`config.mk`:
```
export PLATFORM = sky130hd
export DESIGN_NAME = gfx_err_logger
export DESIGN_NICKNAME = d
export VERILOG_FILES = /design/src/rtl/gel_pkg.sv /design/src/rtl/gel_req_tracker.sv /design/src/rtl/gel_first_next.sv /design/src/rtl/gel_regif.sv /design/src/rtl/gfx_err_logger.sv
export SDC_FILE = /design/constraint.sdc
export NUM_CORES = 1
export LEC_CHECK = 0
export ABC_CLOCK_PERIOD_IN_PS = 7770
export BUFFER_PORTS_ARGS = -buffer_cell sky130_fd_sc_hd__buf_2
export CAP_MARGIN = 5
export CORE_MARGIN = 1.5
export CORE_UTILIZATION = 48
export DETAILED_ROUTE_END_ITERATION = 10
export PLACE_DENSITY = 0.82
export REMOVE_ABC_BUFFERS = 1
export SLEW_MARGIN = 25
export SYNTH_ARGS = -nofsm -noshare
export SYNTH_HDL_FRONTEND = slang
export SYNTH_SLANG_ARGS = --single-unit
```
`constraint.sdc`:
```
create_clock -name clk -period 7.77 [get_ports clk]
set_input_delay 1.554 -clock clk [delete_from_list [all_inputs] [get_ports clk]]
set_output_delay 1.554 -clock clk [all_outputs]
set_load 0.005 [all_outputs]
```
`src/rtl/gel_pkg.sv`:
```
package gel_pkg;
    localparam int STAT_W = 8;
    localparam int EV_W   = 6;

    // event bit positions, decoded by software
    localparam int B_ILLEGAL = 0;
    localparam int B_OVF     = 1;
    localparam int B_ADDR    = 2;
    localparam int B_PIPE    = 3;
    localparam int B_HPPAR   = 4;
    localparam int B_LPPAR   = 5;

    localparam logic SEL_FIRST = 1'b0;
    localparam logic SEL_NEXT  = 1'b1;

    typedef enum logic {
        LOG_EMPTY = 1'b0,
        LOG_HELD  = 1'b1
    } log_state_e;
endpackage

```
`src/rtl/gel_req_tracker.sv`:
```
module gel_req_tracker #(
    parameter int MAX_OUT   = 16,
    parameter int ADDR_HI_W = 24
) (
    input  logic                 clk,
    input  logic                 rst_n,
    input  logic                 req_valid,
    input  logic                 req_illegal,
    input  logic                 req_pipe,
    input  logic                 sb_en,
    input  logic [ADDR_HI_W-1:0] req_addr_hi,
    input  logic                 req_done,
    output logic                 ev_illegal,
    output logic                 ev_ovf,
    output logic                 ev_addr,
    output logic                 ev_pipe
);
    localparam int               CNT_W = $clog2(MAX_OUT + 1);
    localparam logic [CNT_W-1:0] FULL  = CNT_W'(MAX_OUT);
    localparam logic [CNT_W-1:0] ONE   = CNT_W'(1);

    logic [CNT_W-1:0] cnt_q, cnt_d;
    logic             full, accept, retire;

    always_comb begin
        full   = (cnt_q == FULL);
        accept = req_valid && !full;
        retire = req_done && (cnt_q != '0);
        cnt_d  = cnt_q;
        unique case ({accept, retire})
            2'b10:   cnt_d = cnt_q + ONE;
            2'b01:   cnt_d = cnt_q - ONE;
            default: cnt_d = cnt_q;
        endcase
    end

    always_ff @(posedge clk or negedge rst_n) begin
        if (!rst_n) cnt_q <= '0;
        else        cnt_q <= cnt_d;
    end

    always_comb begin
        ev_illegal = req_valid && req_illegal;
        ev_ovf     = req_valid && full;
        ev_addr    = req_valid && (req_addr_hi != '0);
        ev_pipe    = req_valid && req_pipe && sb_en;
    end


    cnt_bound_chk: assert property (@(posedge clk) disable iff (!rst_n)
        cnt_q <= FULL);

    ovf_no_count_chk: assert property (@(posedge clk) disable iff (!rst_n)
        (req_valid && full && !req_done) |=> (cnt_q == FULL));

    cnt_retire_chk: assert property (@(posedge clk) disable iff (!rst_n)
        (!req_valid && req_done && cnt_q != '0) |=> (cnt_q == $past(cnt_q) - ONE));
endmodule

```
`src/rtl/gel_first_next.sv`:
```
module gel_first_next
    import gel_pkg::*;
#(
    parameter int SW = STAT_W,
    parameter int EW = EV_W
) (
    input  logic          clk,
    input  logic          por_n,
    input  logic [EW-1:0] ev,
    input  logic [SW-1:0] clr_first,
    input  logic [SW-1:0] clr_next,
    output logic [SW-1:0] first_q,
    output logic [SW-1:0] next_q
);
    log_state_e    state_q, state_d;
    logic [SW-1:0] ev_w, first_kept, next_kept, first_d, next_d;

    assign ev_w       = {{(SW-EW){1'b0}}, ev};
    assign first_kept = first_q & ~clr_first;
    assign next_kept  = next_q & ~clr_next;

    // state register
    always_ff @(posedge clk or negedge por_n) begin
        if (!por_n) state_q <= LOG_EMPTY;
        else        state_q <= state_d;
    end

    // transitions and register contents
    always_comb begin
        state_d = state_q;
        first_d = first_kept;
        next_d  = next_kept;
        unique case (state_q)
            LOG_EMPTY: begin
                if (ev_w != '0) begin        // CAPTURE
                    state_d = LOG_HELD;
                    first_d = first_kept | ev_w;
                end
            end
            LOG_HELD: begin
                next_d = next_kept | ev_w;
                if (first_kept == '0)        // RELEASE
                    state_d = LOG_EMPTY;
            end
            default: state_d = LOG_EMPTY;
        endcase
    end

    always_ff @(posedge clk or negedge por_n) begin
        if (!por_n) begin
            first_q <= '0;
            next_q  <= '0;
        end else begin
            first_q <= first_d;
            next_q  <= next_d;
        end
    end


    first_hold_chk: assert property (@(posedge clk) disable iff (!por_n)
        (state_q == LOG_HELD && clr_first == '0) |=> $stable(first_q));

    next_excl_chk: assert property (@(posedge clk) disable iff (!por_n)
        (state_q == LOG_EMPTY && ev != '0) |=> (next_q == ($past(next_q) & ~$past(clr_next))));

    state_match_chk: assert property (@(posedge clk) disable iff (!por_n)
        (state_q == LOG_HELD) == (first_q != '0));

    set_wins_chk: assert property (@(posedge clk) disable iff (!por_n)
        (state_q == LOG_HELD && (ev_w & clr_next) != '0)
        |=> ((next_q & $past(ev_w & clr_next)) == $past(ev_w & clr_next)));
endmodule

```
`src/rtl/gel_regif.sv`:
```
module gel_regif
    import gel_pkg::*;
#(
    parameter int SW = STAT_W,
    parameter int EW = EV_W
) (
    input  logic          clk,
    input  logic          por_n,
    input  logic          reg_wr,
    input  logic          reg_addr,
    input  logic [SW-1:0] reg_wdata,
    input  logic [SW-1:0] first_q,
    input  logic [SW-1:0] next_q,
    output logic [SW-1:0] clr_first,
    output logic [SW-1:0] clr_next,
    output logic [SW-1:0] reg_rdata
);
    localparam logic [SW-1:0] RD_MASK = {{(SW-EW){1'b0}}, {EW{1'b1}}};

    always_comb begin
        clr_first = (reg_wr && reg_addr == SEL_FIRST) ? reg_wdata : '0;
        clr_next  = (reg_wr && reg_addr == SEL_NEXT)  ? reg_wdata : '0;
        reg_rdata = ((reg_addr == SEL_NEXT) ? next_q : first_q) & RD_MASK;
    end


    rsvd_zero_chk: assert property (@(posedge clk) disable iff (!por_n)
        (first_q & ~RD_MASK) == '0 && (next_q & ~RD_MASK) == '0);
endmodule

```
`src/rtl/gfx_err_logger.sv`:
```
module gfx_err_logger
    import gel_pkg::*;
#(
    parameter int MAX_OUT   = 16,
    parameter int ADDR_HI_W = 24
) (
    input  logic                 clk,
    input  logic                 por_n,
    input  logic                 rst_n,
    input  logic                 req_valid,
    input  logic                 req_illegal,
    input  logic                 req_pipe,
    input  logic                 sb_en,
    input  logic [ADDR_HI_W-1:0] req_addr_hi,
    input  logic                 req_done,
    input  logic                 hp_par_err,
    input  logic                 lp_par_err,
    input  logic                 reg_wr,
    input  logic                 reg_addr,
    input  logic [STAT_W-1:0]    reg_wdata,
    output logic [STAT_W-1:0]    reg_rdata,
    output logic [STAT_W-1:0]    first_err,
    output logic [STAT_W-1:0]    next_err
);
    logic              trk_rst_n;
    logic              ev_illegal, ev_ovf, ev_addr, ev_pipe;
    logic [EV_W-1:0]   ev;
    logic [STAT_W-1:0] clr_first, clr_next;

    assign trk_rst_n = rst_n & por_n;

    gel_req_tracker #(
        .MAX_OUT   (MAX_OUT),
        .ADDR_HI_W (ADDR_HI_W)
    ) u_trk (
        .clk         (clk),
        .rst_n       (trk_rst_n),
        .req_valid   (req_valid),
        .req_illegal (req_illegal),
        .req_pipe    (req_pipe),
        .sb_en       (sb_en),
        .req_addr_hi (req_addr_hi),
        .req_done    (req_done),
        .ev_illegal  (ev_illegal),
        .ev_ovf      (ev_ovf),
        .ev_addr     (ev_addr),
        .ev_pipe     (ev_pipe)
    );

    always_comb begin
        ev            = '0;
        ev[B_ILLEGAL] = ev_illegal;
        ev[B_OVF]     = ev_ovf;
        ev[B_ADDR]    = ev_addr;
        ev[B_PIPE]    = ev_pipe;
        ev[B_HPPAR]   = hp_par_err;
        ev[B_LPPAR]   = lp_par_err;
    end

    gel_first_next #(
        .SW (STAT_W),
        .EW (EV_W)
    ) u_log (
        .clk       (clk),
        .por_n     (por_n),
        .ev        (ev),
        .clr_first (clr_first),
        .clr_next  (clr_next),
        .first_q   (first_err),
        .next_q    (next_err)
    );

    gel_regif #(
        .SW (STAT_W),
        .EW (EV_W)
    ) u_reg (
        .clk       (clk),
        .por_n     (por_n),
        .reg_wr    (reg_wr),
        .reg_addr  (reg_addr),
        .reg_wdata (reg_wdata),
        .first_q   (first_err),
        .next_q    (next_err),
        .clr_first (clr_first),
        .clr_next  (clr_next),
        .reg_rdata (reg_rdata)
    );


    warm_keep_chk: assert property (@(posedge clk) disable iff (!por_n)
        (!rst_n && !req_valid && !hp_par_err && !lp_par_err && !reg_wr)
        |=> ($stable(first_err) && $stable(next_err)));
endmodule

```
==> metrics.yaml, run 1 <==
status:
  status: "finished clean"
final_layout:
  final_core_util_pct: 65.3
  n_antenna_cell: 0
  layout-drive-gt1-share_pct: 37.9
  instances_no_fill: 233
  area_delta_synth_final_pct: 28.1
  fin_nets: 251
routing:
  vias_per_cell: 5.64
  drt_iter0_markers: 43
  routedWlPerCell_um: 14.5
  ant_nets: 0
  routed_wl_um: 3390
  drc_errors: 0
  num_vias: 1315
  drt_pass1_iterations: 4
worst_hold_path:
  whs_path_depth: 1
  min_path_type: "reg -> reg"
  min_to: "u_log.next_q[5]"
  min_from: "u_log.next_q[5]"
power:
  p_leak_nw: 0.808
  swShare_pct: 37.4
  p_int_w: 0.000301
  p_total_w: 0.000481
  pwr-share-comb_pct: 39.4
  switchingPower_w: 0.000180
  pwr-share-clk_pct: 17.9
  seqPwrFrac_pct: 42.7
  power.density_nw_per_um2: 295
  peakVddDrop_mv: 0.240
logic_synthesis:
  netlist_area_um2: 1270
  synth_top_area_share_pct: 43.2
  yosysUniqueCellTypes: 34
  synth_area_per_cell_um2: 8.91
  synth_common_cells: "nand2_1 (30), dfrtp_1 (22), o21ai_0 (15)"
  synth-edff-count: 0
  synthCells: 143
  synth_top_area_cell: "dfrtp_1"
  ys_async_sr_fraction_pct: 100
  ys_seq_area_share_pct: 43.2
  ys_warn_count: 0
  netlist_top_cells_area: "dfrtp_1 (43%), nand2_1 (8.8%), o21ai_0 (5.9%)"
  synth_ff_type: "dfrtp_1"
  yosys.cell_count.top_type: "nand2_1"
  ys_seq_elements: 22
global_route:
  grt_use_total_pct: 25.1
  grt_max_degree: 19
  grt_overflow: 0
  grt_pass1_vias: 1200
  antenna_found_initial: 0
  grt_pass1_wl_um: 5300
placed_design:
  placed_cells: 229
  post-place-ws_ps: 3970
  hpwl_um: 2710
  port_buffers: 65
  gp_congestion: 0.810
floorplan:
  die_h_um: 54.5
  design.core.area_um2: 2500
  initial_utilization_pct: 51.0
  num_rows: 18
  die_width_um: 54.5
  ios: 68
  die_area_um2: 2970
clock_network:
  cts_root_buf: "clkbuf_4"
  post_cts_buffers: 0
  cts_made_buffers: 3
  clock_path_buffers: 2
  h-tree-depth: 1
  cts_tree: "built"
  clock_sinks: 22
  ctsHoldBuffers: 0
  cts_resized: 0
  clock_latency_ps: 310
  path_clk_slew_ps: 100
timing:
  hold_viol: 0
  slew_headroom_pct: 56.5
  setup_ws_ps: 3960
  setup_tns_ps: 0
  fmax_mhz: 263
  setup_viol: 0
  clock_skew_ps: 18.9
  finalMaxSlewViolations: 0
  tightestPinTransition_ps: 651
  min_period_ps: 3810
  rsz0062_at_grt: "false"
  min_period_over_period_pct: 49.0
setup_path:
  crit_start: "reg_addr"
  crit_fanout: 12
  end_kind: "output pin"
  cp.arrival_ps: 2250
  setup.reg_to_reg.worst_slack_ps: 5140
  cp-start-kind: "primary input"
  critPathRequiredTime_ps: 6220
  reg2reg_depth: 9
  critical_path_class: "in -> out"
  r2r_end: "u_trk.cnt_q[4]"
  timing.rr.start: "u_trk.cnt_q[2]"
flow_run:
  drv_cap: 0
==> layout by cell type, fill, tap and decap left out, types with 2 or more instances in the layout <==
master	Yosys	routed
nand2_1	30	30
and2_1	2	2
dfrtp_1	22	22
buf_2	1	65
a21boi_0	3	3
nor2b_1	4	4
ha_1	3	3
o21ai_0	15	15
conb_1	1	2
nor4_1	8	8
mux2_2	3	3
a21oi_1	6	6
a22o_1	3	3
o22ai_1	3	3
clkbuf_4	0	3
nor3_1	2	2
xnor2_1	4	4
inv_1	7	7
nand3_1	3	3
xor2_1	2	2
==> how the worst max path moves through the flow <==
stage              endpoint  slack (ps)  cells past startpoint
2_1_floorplan  reg_rdata[2]        4350                      1
3_3_place_gp   reg_rdata[4]        4010                      3
3_5_place_dp   reg_rdata[4]        3970                      3
4_1_cts        reg_rdata[4]        3970                      3
5_1_grt        reg_rdata[4]        3950                      3
6_report       reg_rdata[4]        3960                      3
==> through the flow <==
step                      hold WS, ps  cell area (µm²)
final                             531             1630
after global routing              561             1630
after CTS                         533             1630
after detailed placement          508             1580
after global placement            491             1580
after floorplan                   484             1220
==> metal layers <==
layer / part of all wire [%] / track usage, % / vias up / wire (µm)
li1: - / - / 618 / -
met1: 40 / 28.7 / 627 / 1340
met2: 53 / 44.2 / 62 / 1800
met3: 5.9 / 7.10 / 8 / 200
met4: 1.4 / 9.58 / 0 / 49
met5: 0 / 0 / - / 0
==> critical path: stages <==
cell and delay [ps]:
buf_2 190, mux2_2 370, buf_2 130
==> registers in the layout (all words and copies together), names as in the netlist <==
signal / cells
u_log.first_q: 8
u_log.next_q: 8
u_trk.cnt_q: 5
u_log.state_q: 1
==> power by group through the flow <==
stage	logic [W]	clock network (W)	registers, W
after global routing	0.000215	0.0000927	0.000210
after detailed placement	0.000189	0	0.000206
after floorplan	0.000118	0	0.000195
final	0.000190	0.0000863	0.000205
after CTS	0.000191	0.0000879	0.000204
after global placement	0.000178	0	0.000204
==> cell families after synthesis <==
logic type,Yosys count,share of synthesized area [%]
flops,22,43.2
mux,3,2.65
fa+ha+maj,3,2.95
compound gates,38,19.2
simple gates,53,20.7
buf+inv,17,6.88
other cells,1,0.294
xor+xnor,6,4.13
==> area by class of cell <==
type                       count  area, µm²
clock buffer                   3       22.5
clock inverter                 1       30.0
fill                         218        868
inverter                       7       26.3
multi-input combinational    105        639
sequential                    22        551
tap                           30       37.5
timing repair buffer          65        325
(Power assumes the default switching activity.)
==> run 2: changes to the inputs <==
--- a/config.mk
+++ b/config.mk
@@ -5,13 +5,13 @@
 export SDC_FILE = /design/constraint.sdc
 export NUM_CORES = 1
 export LEC_CHECK = 0
-export ABC_CLOCK_PERIOD_IN_PS = 7770
+export ABC_CLOCK_PERIOD_IN_PS = 3200
 export BUFFER_PORTS_ARGS = -buffer_cell sky130_fd_sc_hd__buf_2
 export CAP_MARGIN = 5
 export CORE_MARGIN = 1.5
-export CORE_UTILIZATION = 48
+export CORE_UTILIZATION = 40
 export DETAILED_ROUTE_END_ITERATION = 10
-export PLACE_DENSITY = 0.82
+export PLACE_DENSITY = 0.72
 export REMOVE_ABC_BUFFERS = 1
 export SLEW_MARGIN = 25
 export SYNTH_ARGS = -nofsm -noshare
==> constraint.sdc (replaced) <==
create_clock -name clk -period 3.2 [get_ports clk]
set_input_delay 0.64 -clock clk [delete_from_list [all_inputs] [get_ports clk]]
set_output_delay 0.64 -clock clk [all_outputs]
set_load 0.005 [all_outputs]
==> run 2 against run 1 <==
  * Hold slack worse by 300 ps
  * Cell count is 6.0% higher
  * Highest routed layer is now met3
  * Routed wire length is 7.9% lower
  * Via count is 5.8% lower
  * Critical path depth is 6 higher
  * Non-clock buffer count stayed put
  * Sequential share of layout area is 0.36 points lower
  * First-iteration DRC count is 14% lower
  * Worst setup slack worse by 3400 ps
  * Critical path type is now reg -> reg
  * Utilization is 11 points lower
  * Combinational power is 130% higher
  * Clock power is 150% higher
==> metrics.yaml, run 2 (synthesis results as in run 1) <==
final_layout:
  layout_common_cells: "buf_2 (65), nand2_1 (30), dfrtp_1 (22)"  # unchanged
  final_common_cell: "buf_2"  # unchanged
  layout-drive-gt1-share_pct: 37.9  # unchanged
  n_antenna_cell: 0  # unchanged
  fill_cells: 319  # was 218
  area_delta_synth_final_pct: 29.5  # was 28.1%
  fin_nets: 251  # unchanged
  top_regs: "u_log.first_q: 8 flops, u_log.next_q: 8 flops, u_trk.cnt_q: 5 flops"  # unchanged
setup_path:
  critPathRequiredTime_ps: 3390  # was 6220 ps
  critical_path_class: "reg -> reg"  # was in -> out
  path_cells: "or3_4 > o31a_2 > ha_1 > xor2_1 > ha_1 > a21oi_1 > xnor2_1 > nand2_1 > xnor2_1"  # was buf_2 > mux2_2 > buf_2
  crit_fanout: 8  # was 12
  crit_slowest_cell: "dfrtp_1"  # was mux2_2
  end_kind: "flop"  # was output pin
  cp-start-kind: "flop"  # was primary input
  critPathMaxStageDelay_ps: 490  # was 370 ps
  cp.arrival_ps: 2790  # was 2250 ps
timing:
  hold_viol: 0  # unchanged
  fmax_mhz: 386
  finalMaxSlewViolations: 0  # unchanged
  setup_tns_ps: 0  # unchanged
  rsz0062_at_grt: "false"  # unchanged
  min_period_ps: 2590
  clock_skew_ps: 8.10  # was 18.9 ps
  setup_viol: 0  # unchanged
  whs_ps: 230  # was 531 ps
  slew_headroom_pct: 59.1  # was 56.5%
  min_period_over_period_pct: 81.0
  tightestPinTransition_ps: 612  # was 651 ps
floorplan:
  num_rows: 20  # was 18
  die_h_um: 59.4  # was 54.5 µm
  initial_utilization_pct: 42.1  # was 51.0%
  die_area_um2: 3530  # was 2970 µm²
  die_width_um: 59.4  # was 54.5 µm
  ios: 68  # unchanged
  design.core.area_um2: 3030  # was 2500 µm²
routing:
  drc_errors: 0  # unchanged
  ant_nets: 0  # unchanged
  drt_pass1_iterations: 4  # unchanged
  routedWlPerCell_um: 12.6  # was 14.5 µm
  vias_per_cell: 5.02  # was 5.64
  num_vias: 1239  # was 1315
  drt_iter0_markers: 37  # was 43
  routed_wl_um: 3120  # was 3390 µm
clock_network:
  clock_path_buffers: 2  # unchanged
  clock_sinks: 22  # unchanged
  ctsHoldBuffers: 0  # unchanged
  path_clk_slew_ps: 130  # was 100 ps
  cts_resized: 0  # unchanged
  h-tree-depth: 1  # unchanged
  cts_root_buf: "clkbuf_4"  # unchanged
  post_cts_buffers: 0  # unchanged
  cts_tree: "built"  # unchanged
  clock_latency_ps: 310  # about the same
  cts_made_buffers: 3  # unchanged
placed_design:
  port_buffers: 65  # unchanged
  gp_congestion: 0.762  # was 0.810
  hpwl_um: 2470  # was 2710 µm
worst_hold_path:
  min_path_type: "in -> async"  # was reg -> reg
power:
  p_int_w: 0.000730  # was 0.000301 W
  p_leak_nw: 0.808  # unchanged
  pwr-share-comb_pct: 38.5  # was 39.4%
  seqPwrFrac_pct: 43.0  # was 42.7%
  power.density_nw_per_um2: 696  # was 295 nW/µm²
  pwr-share-clk_pct: 18.5  # was 17.9%
  peakVddDrop_mv: 0.469  # was 0.240 mV
  swShare_pct: 36.4  # was 37.4%
  switchingPower_w: 0.000417  # was 0.000180 W
global_route:
  grt_max_degree: 19  # unchanged
  grt_use_total_pct: 19.1  # was 25.1%
  antenna_found_initial: 0  # unchanged
  grt_pass1_vias: 1166  # was 1200
  grt_pass1_wl_um: 5140  # was 5300 µm
  grt_overflow: 0  # unchanged
status:
  status: "finished clean"  # unchanged
flow_run:
  drv_cap: 0  # unchanged
==> run 2: final cells by class <==
class / count / area [µm²] / area share [%]
multi-input combinational: 105 / 639 / 38.8
sequential: 22 / 551 / 33.4
timing repair buffer: 65 / 325 / 19.7
tap: 44 / 55.1 / 3.34
clock inverter: 1 / 30.0 / 1.82
inverter: 7 / 26.3 / 1.59
clock buffer: 3 / 22.5 / 1.37
==> run 2: power groups by stage <==
stage          registers (W)  clock network [W]  logic, W
6_report            0.000494           0.000212  0.000442
5_1_grt             0.000510           0.000229  0.000499
3_5_place_dp        0.000499                  0  0.000447
4_1_cts             0.000493           0.000219  0.000448
3_3_place_gp        0.000495                  0  0.000438
2_1_floorplan       0.000474                  0  0.000287
==> run 2: per-layer routing <==
metal / vias up / wire length, µm / share of wire [%] / GRT usage [%]
met5: - / 0 / 0 / 0
met4: 0 / 0 / 0 / 3.25
met3: 0 / 163 / 5.2 / 4.59
met2: 35 / 1570 / 50 / 33.6
met1: 585 / 1380 / 44 / 23.9
li1: 619 / - / - / -
==> run 2: critical path, delay by kind of cell, from the launching register on <==
kind	cells	cell delay [ps]
AND/OR/NAND/NOR	2	510
flip-flops	1	490
XOR/XNOR	3	450
AO/OA/AOI/OAI	2	470
adder cells (fa/ha/maj)	2	560
==> run 2: through the flow <==
| stage | std cells | util, % | power [W] | setup slack (ps) | instance area (µm²) |
|---|---|---|---|---|---|
| 2_1_floorplan | 134 | - | 0.000762 | 792 | 1220 |
| 3_3_place_gp | 243 | 52.7 | 0.000933 | 680 | 1600 |
| 3_5_place_dp | 243 | 52.7 | 0.000946 | 628 | 1600 |
| 4_1_cts | 247 | 54.5 | 0.00116 | 601 | 1650 |
| 5_1_grt | 247 | 54.5 | 0.00124 | 485 | 1650 |
| 6_report | 247 | 54.5 | 0.00115 | 608 | 1650 |
==> run 2: final timing paths <==
kind | startpoint | to | slack [ps] | cells past startpoint
setup / recovery | u_trk.cnt_q[2] | u_trk.cnt_q[2] | 610 | 9
hold / removal | por_n | u_log.first_q[4] | 230 | 1
setup reg to reg | u_trk.cnt_q[2] | u_trk.cnt_q[2] | 610 | 9
hold reg to reg | u_log.next_q[0] | u_log.next_q[0] | 520 | 2
max in group asynchronous | por_n | u_trk.cnt_q[2] | 2380 | 2
min in group clk | reg_wdata[6] | u_log.next_q[6] | 510 | 2
==> run 3: changes to the inputs <==
--- a/config.mk
+++ b/config.mk
@@ -5,13 +5,14 @@
 export SDC_FILE = /design/constraint.sdc
 export NUM_CORES = 1
 export LEC_CHECK = 0
-export ABC_CLOCK_PERIOD_IN_PS = 3200
+export ABC_AREA = 1
+export ABC_CLOCK_PERIOD_IN_PS = 2400
 export BUFFER_PORTS_ARGS = -buffer_cell sky130_fd_sc_hd__buf_2
 export CAP_MARGIN = 5
 export CORE_MARGIN = 1.5
-export CORE_UTILIZATION = 40
+export CORE_UTILIZATION = 45
 export DETAILED_ROUTE_END_ITERATION = 10
-export PLACE_DENSITY = 0.72
+export PLACE_DENSITY = 0.76
 export REMOVE_ABC_BUFFERS = 1
 export SLEW_MARGIN = 25
 export SYNTH_ARGS = -nofsm -noshare
==> constraint.sdc (replaced) <==
create_clock -name clk -period 2.4 [get_ports clk]
set_input_delay 0.48 -clock clk [delete_from_list [all_inputs] [get_ports clk]]
set_output_delay 0.48 -clock clk [all_outputs]
set_load 0.005 [all_outputs]
==> run 3 against run 2 <==
  * Via count increased by 15%
  * Maximum frequency grew 24%
  * Sequential power is 22% higher
  * Cell count rose by 17%
  * Critical path depth is 7 higher
  * Power up 21%
  * Non-clock buffer count did not move
  * Routed wire length is 0.32% higher
  * Register-to-register slack worse by 300 ps
  * Synthesized cell count rose by 37%
  * Clock power decreased by 23%
  * Largest cell class unchanged
  * Highest routed layer is now met4
==> metrics.yaml, run 3 <==
final_layout:
  final_core_util_pct: 60.5  # was 54.5%
  layout-drive-gt1-share_pct: 28.2  # was 37.9%
  area_delta_synth_final_pct: 25.9  # was 29.5%
  layout_common_cells: "nand2_1 (72), buf_2 (65), nand3_1 (25)"  # was buf_2 (65), nand2_1 (30), dfrtp_1 (22)
  fin_nets: 308  # was 251
  final_common_cell: "nand2_1"  # was buf_2
  top_regs: "u_log.first_q: 8 flops, u_log.next_q: 8 flops, u_trk.cnt_q: 5 flops"  # unchanged
  n_antenna_cell: 0  # unchanged
routing:
  routed_wl_um: 3130  # was 3120 µm
  drt_iter0_markers: 57  # was 37
  drt_pass1_iterations: 5  # was 4
  vias_per_cell: 4.92  # was 5.02
  drc_errors: 0  # unchanged
  ant_nets: 0  # unchanged
  num_vias: 1428  # was 1239
  routedWlPerCell_um: 10.8  # was 12.6 µm
clock_network:
  cts_made_buffers: 3  # unchanged
  clock_sinks: 22  # unchanged
  h-tree-depth: 1  # unchanged
  clock_latency_ps: 300  # was 310 ps
  cts_root_buf: "clkbuf_4"  # unchanged
  clock_path_buffers: 2  # unchanged
  cts_tree: "built"  # unchanged
  path_clk_slew_ps: 120  # was 130 ps
logic_synthesis:
  netlist_area_um2: 1340  # was 1270 µm²
  synth-edff-count: 0  # unchanged
  yosys.area_share.simple_pct: 38.4  # was 20.7%
  synth_common_cells: "nand2_1 (72), nand3_1 (25), dfrtp_1 (22)"  # was nand2_1 (30), dfrtp_1 (22), o21ai_0 (15)
  netlist_top_cells_area: "dfrtp_1 (41%), nand2_1 (20%), nand3_1 (9.4%)"  # was dfrtp_1 (43%), nand2_1 (8.8%), o21ai_0 (5.9%)
  synth.area.mux_share_pct: 0  # was 2.65%
  ys_seq_area_share_pct: 41.2  # was 43.2%
  synthAdderAreaFrac_pct: 2.81  # was 2.95%
  synth_top_area_cell: "dfrtp_1"  # unchanged
  yosysUniqueCellTypes: 19  # was 34
  synth_area_per_cell_um2: 6.82  # was 8.91 µm²
  synthCells: 196  # was 143
  synth_xor_area_share_pct: 1.31  # was 4.13%
  synth_top_family_by_area: "simple AND/OR/NAND/NOR gates"  # unchanged
  ys_async_sr_fraction_pct: 100  # unchanged
  ys_seq_elements: 22  # unchanged
  ys_warn_count: 0  # unchanged
  synth_compound_area_share_pct: 6.64  # was 19.2%
  synth_ff_type: "dfrtp_1"  # unchanged
  synth_top_area_share_pct: 41.2  # was 43.2%
  yosys.cell_count.top_type: "nand2_1"  # unchanged
floorplan:
  die_h_um: 57.5  # was 59.4 µm
  die_width_um: 57.5  # was 59.4 µm
  design.core.area_um2: 2780  # was 3030 µm²
  ios: 68  # unchanged
  num_rows: 19  # was 20
  initial_utilization_pct: 48.1  # was 42.1%
  die_area_um2: 3310  # was 3530 µm²
global_route:
  grt_pass1_wl_um: 5150  # was 5140 µm
  grt_max_degree: 19  # unchanged
  grt_use_total_pct: 20.1  # was 19.1%
  antenna_found_initial: 0  # unchanged
  grt_overflow: 0  # unchanged
  grt_pass1_vias: 1181  # was 1166
timing:
  hold_viol: 0  # unchanged
  whs_ps: 72.2  # was 230 ps
  fmax_mhz: 478  # was 386 MHz
  rsz0062_at_grt: "false"  # unchanged
  min_period_ps: 2090  # was 2590 ps
  finalMaxSlewViolations: 0  # unchanged
  setup_tns_ps: 0  # unchanged
  clock_skew_ps: 6.68  # was 8.10 ps
  setup_viol: 0  # unchanged
  min_period_over_period_pct: 87.1  # was 81.0%
placed_design:
  hpwl_um: 2510  # was 2470 µm
  port_buffers: 65  # unchanged
  gp_congestion: 0.870  # was 0.762
power:
  p_total_w: 0.00139  # was 0.00115 W
  power.density_nw_per_um2: 822  # was 696 nW/µm²
  p_leak_nw: 1.01  # was 0.808 nW
  peakVddDrop_mv: 0.476  # was 0.469 mV
flow_run:
  drv_cap: 0  # unchanged
setup_path:
  end_kind: "flop"  # unchanged
  cp-start-kind: "flop"  # unchanged
  critPathRequiredTime_ps: 2610  # was 3390 ps
  critical_path_class: "reg -> reg"  # unchanged
  cp.arrival_ps: 2300  # was 2790 ps
  crit_fanout: 6  # was 8
worst_hold_path:
  min_path_type: "in -> async"  # unchanged
status:
  status: "finished clean"  # unchanged
-- run 3: cell types whose count changed after synthesis, sizes merged, moves of 4 or more --
cell / previous run / this run
a21oi: 7 / 2
clkbuf: 4 / 0
inv: 7 / 21
nand2: 30 / 73
nand3: 3 / 25
nor2: 0 / 22
nor2b: 4 / 0
nor4: 9 / 0
-- run 3: power by group --
group	switching (W)	total, W	internal (W)
Sequential	0.000115	0.000603	0.000488
Combinational	0.000347	0.000618	0.000271
Clock	0.000105	0.000164	0.0000586
-- run 3: critical path, cell delays in order, from the launching register on --
cell	delay, ps
dfrtp_1	430
nor2_1	180
nand2_1	80
o21ai_1	190
ha_2	280
inv_1	70
nand2_1	50
nand2_1	70
ha_1	180
inv_1	50
nand2_1	70
nand3_1	110
nand2_1	50
nand2_1	50
nand2_1	40
nand2_1	50
nand2_1	40
-- run 3: routing by layer --
metal	up-vias	part of all wire [%]	track usage, %
met2	66	46	32.6
met5	-	0	0
met4	0	1.2	7.97
met3	4	7.6	2.95
met1	619	45	27.0
li1	739	-	-
-- run 3: kinds of logic (layout without fill, tap and decap cells) --
kind of cell / count (synthesis) / after routing
XOR/XNOR: 2 / 2
flip-flops: 22 / 22
adder cells (fa/ha/maj): 3 / 3
other: 1 / 2
AND/OR/NAND/NOR: 124 / 124
AO/OA/AOI/OAI: 17 / 17
buffers and inverters: 27 / 89
-- run 3: layout make-up --
cell class,instances,area [µm²]
multi-input cells,148,668
flip-flops and latches,22,551
inverters,21,78.8
clock buffers,3,22.5
well taps,31,38.8
repair buffers,65,325
fillers,262,1100
-- run 3: path summary, 6_finish.rpt --
kind,startpoint,to,slack (ps),cells after the start
worst max-delay path,u_trk.cnt_q[2],u_trk.cnt_q[4],310,16
worst min-delay path,por_n,u_log.next_q[3],70,1
worst max register to register,u_trk.cnt_q[2],u_trk.cnt_q[4],310,16
worst min register to register,u_log.next_q[6],u_log.next_q[6],480,2
max in group asynchronous,por_n,u_trk.cnt_q[4],1800,3
min in group clk,lp_par_err,u_log.next_q[5],430,3
-- run 3: metrics by stage --
stage	instances	setup slack (ps)	cell area, µm²
after floorplan	191	445	1290
after global placement	287	328	1660
after detailed placement	287	201	1660
after CTS	290	180	1680
after global routing	290	71.4	1680
final	290	310	1680
-- run 3: timing repair --
item                                    4_1_cts  5_1_grt
buffers inserted                              0        0
endpoints found under the setup margin        0        1
resized for setup                             0        2
hold buffers                                  0        0
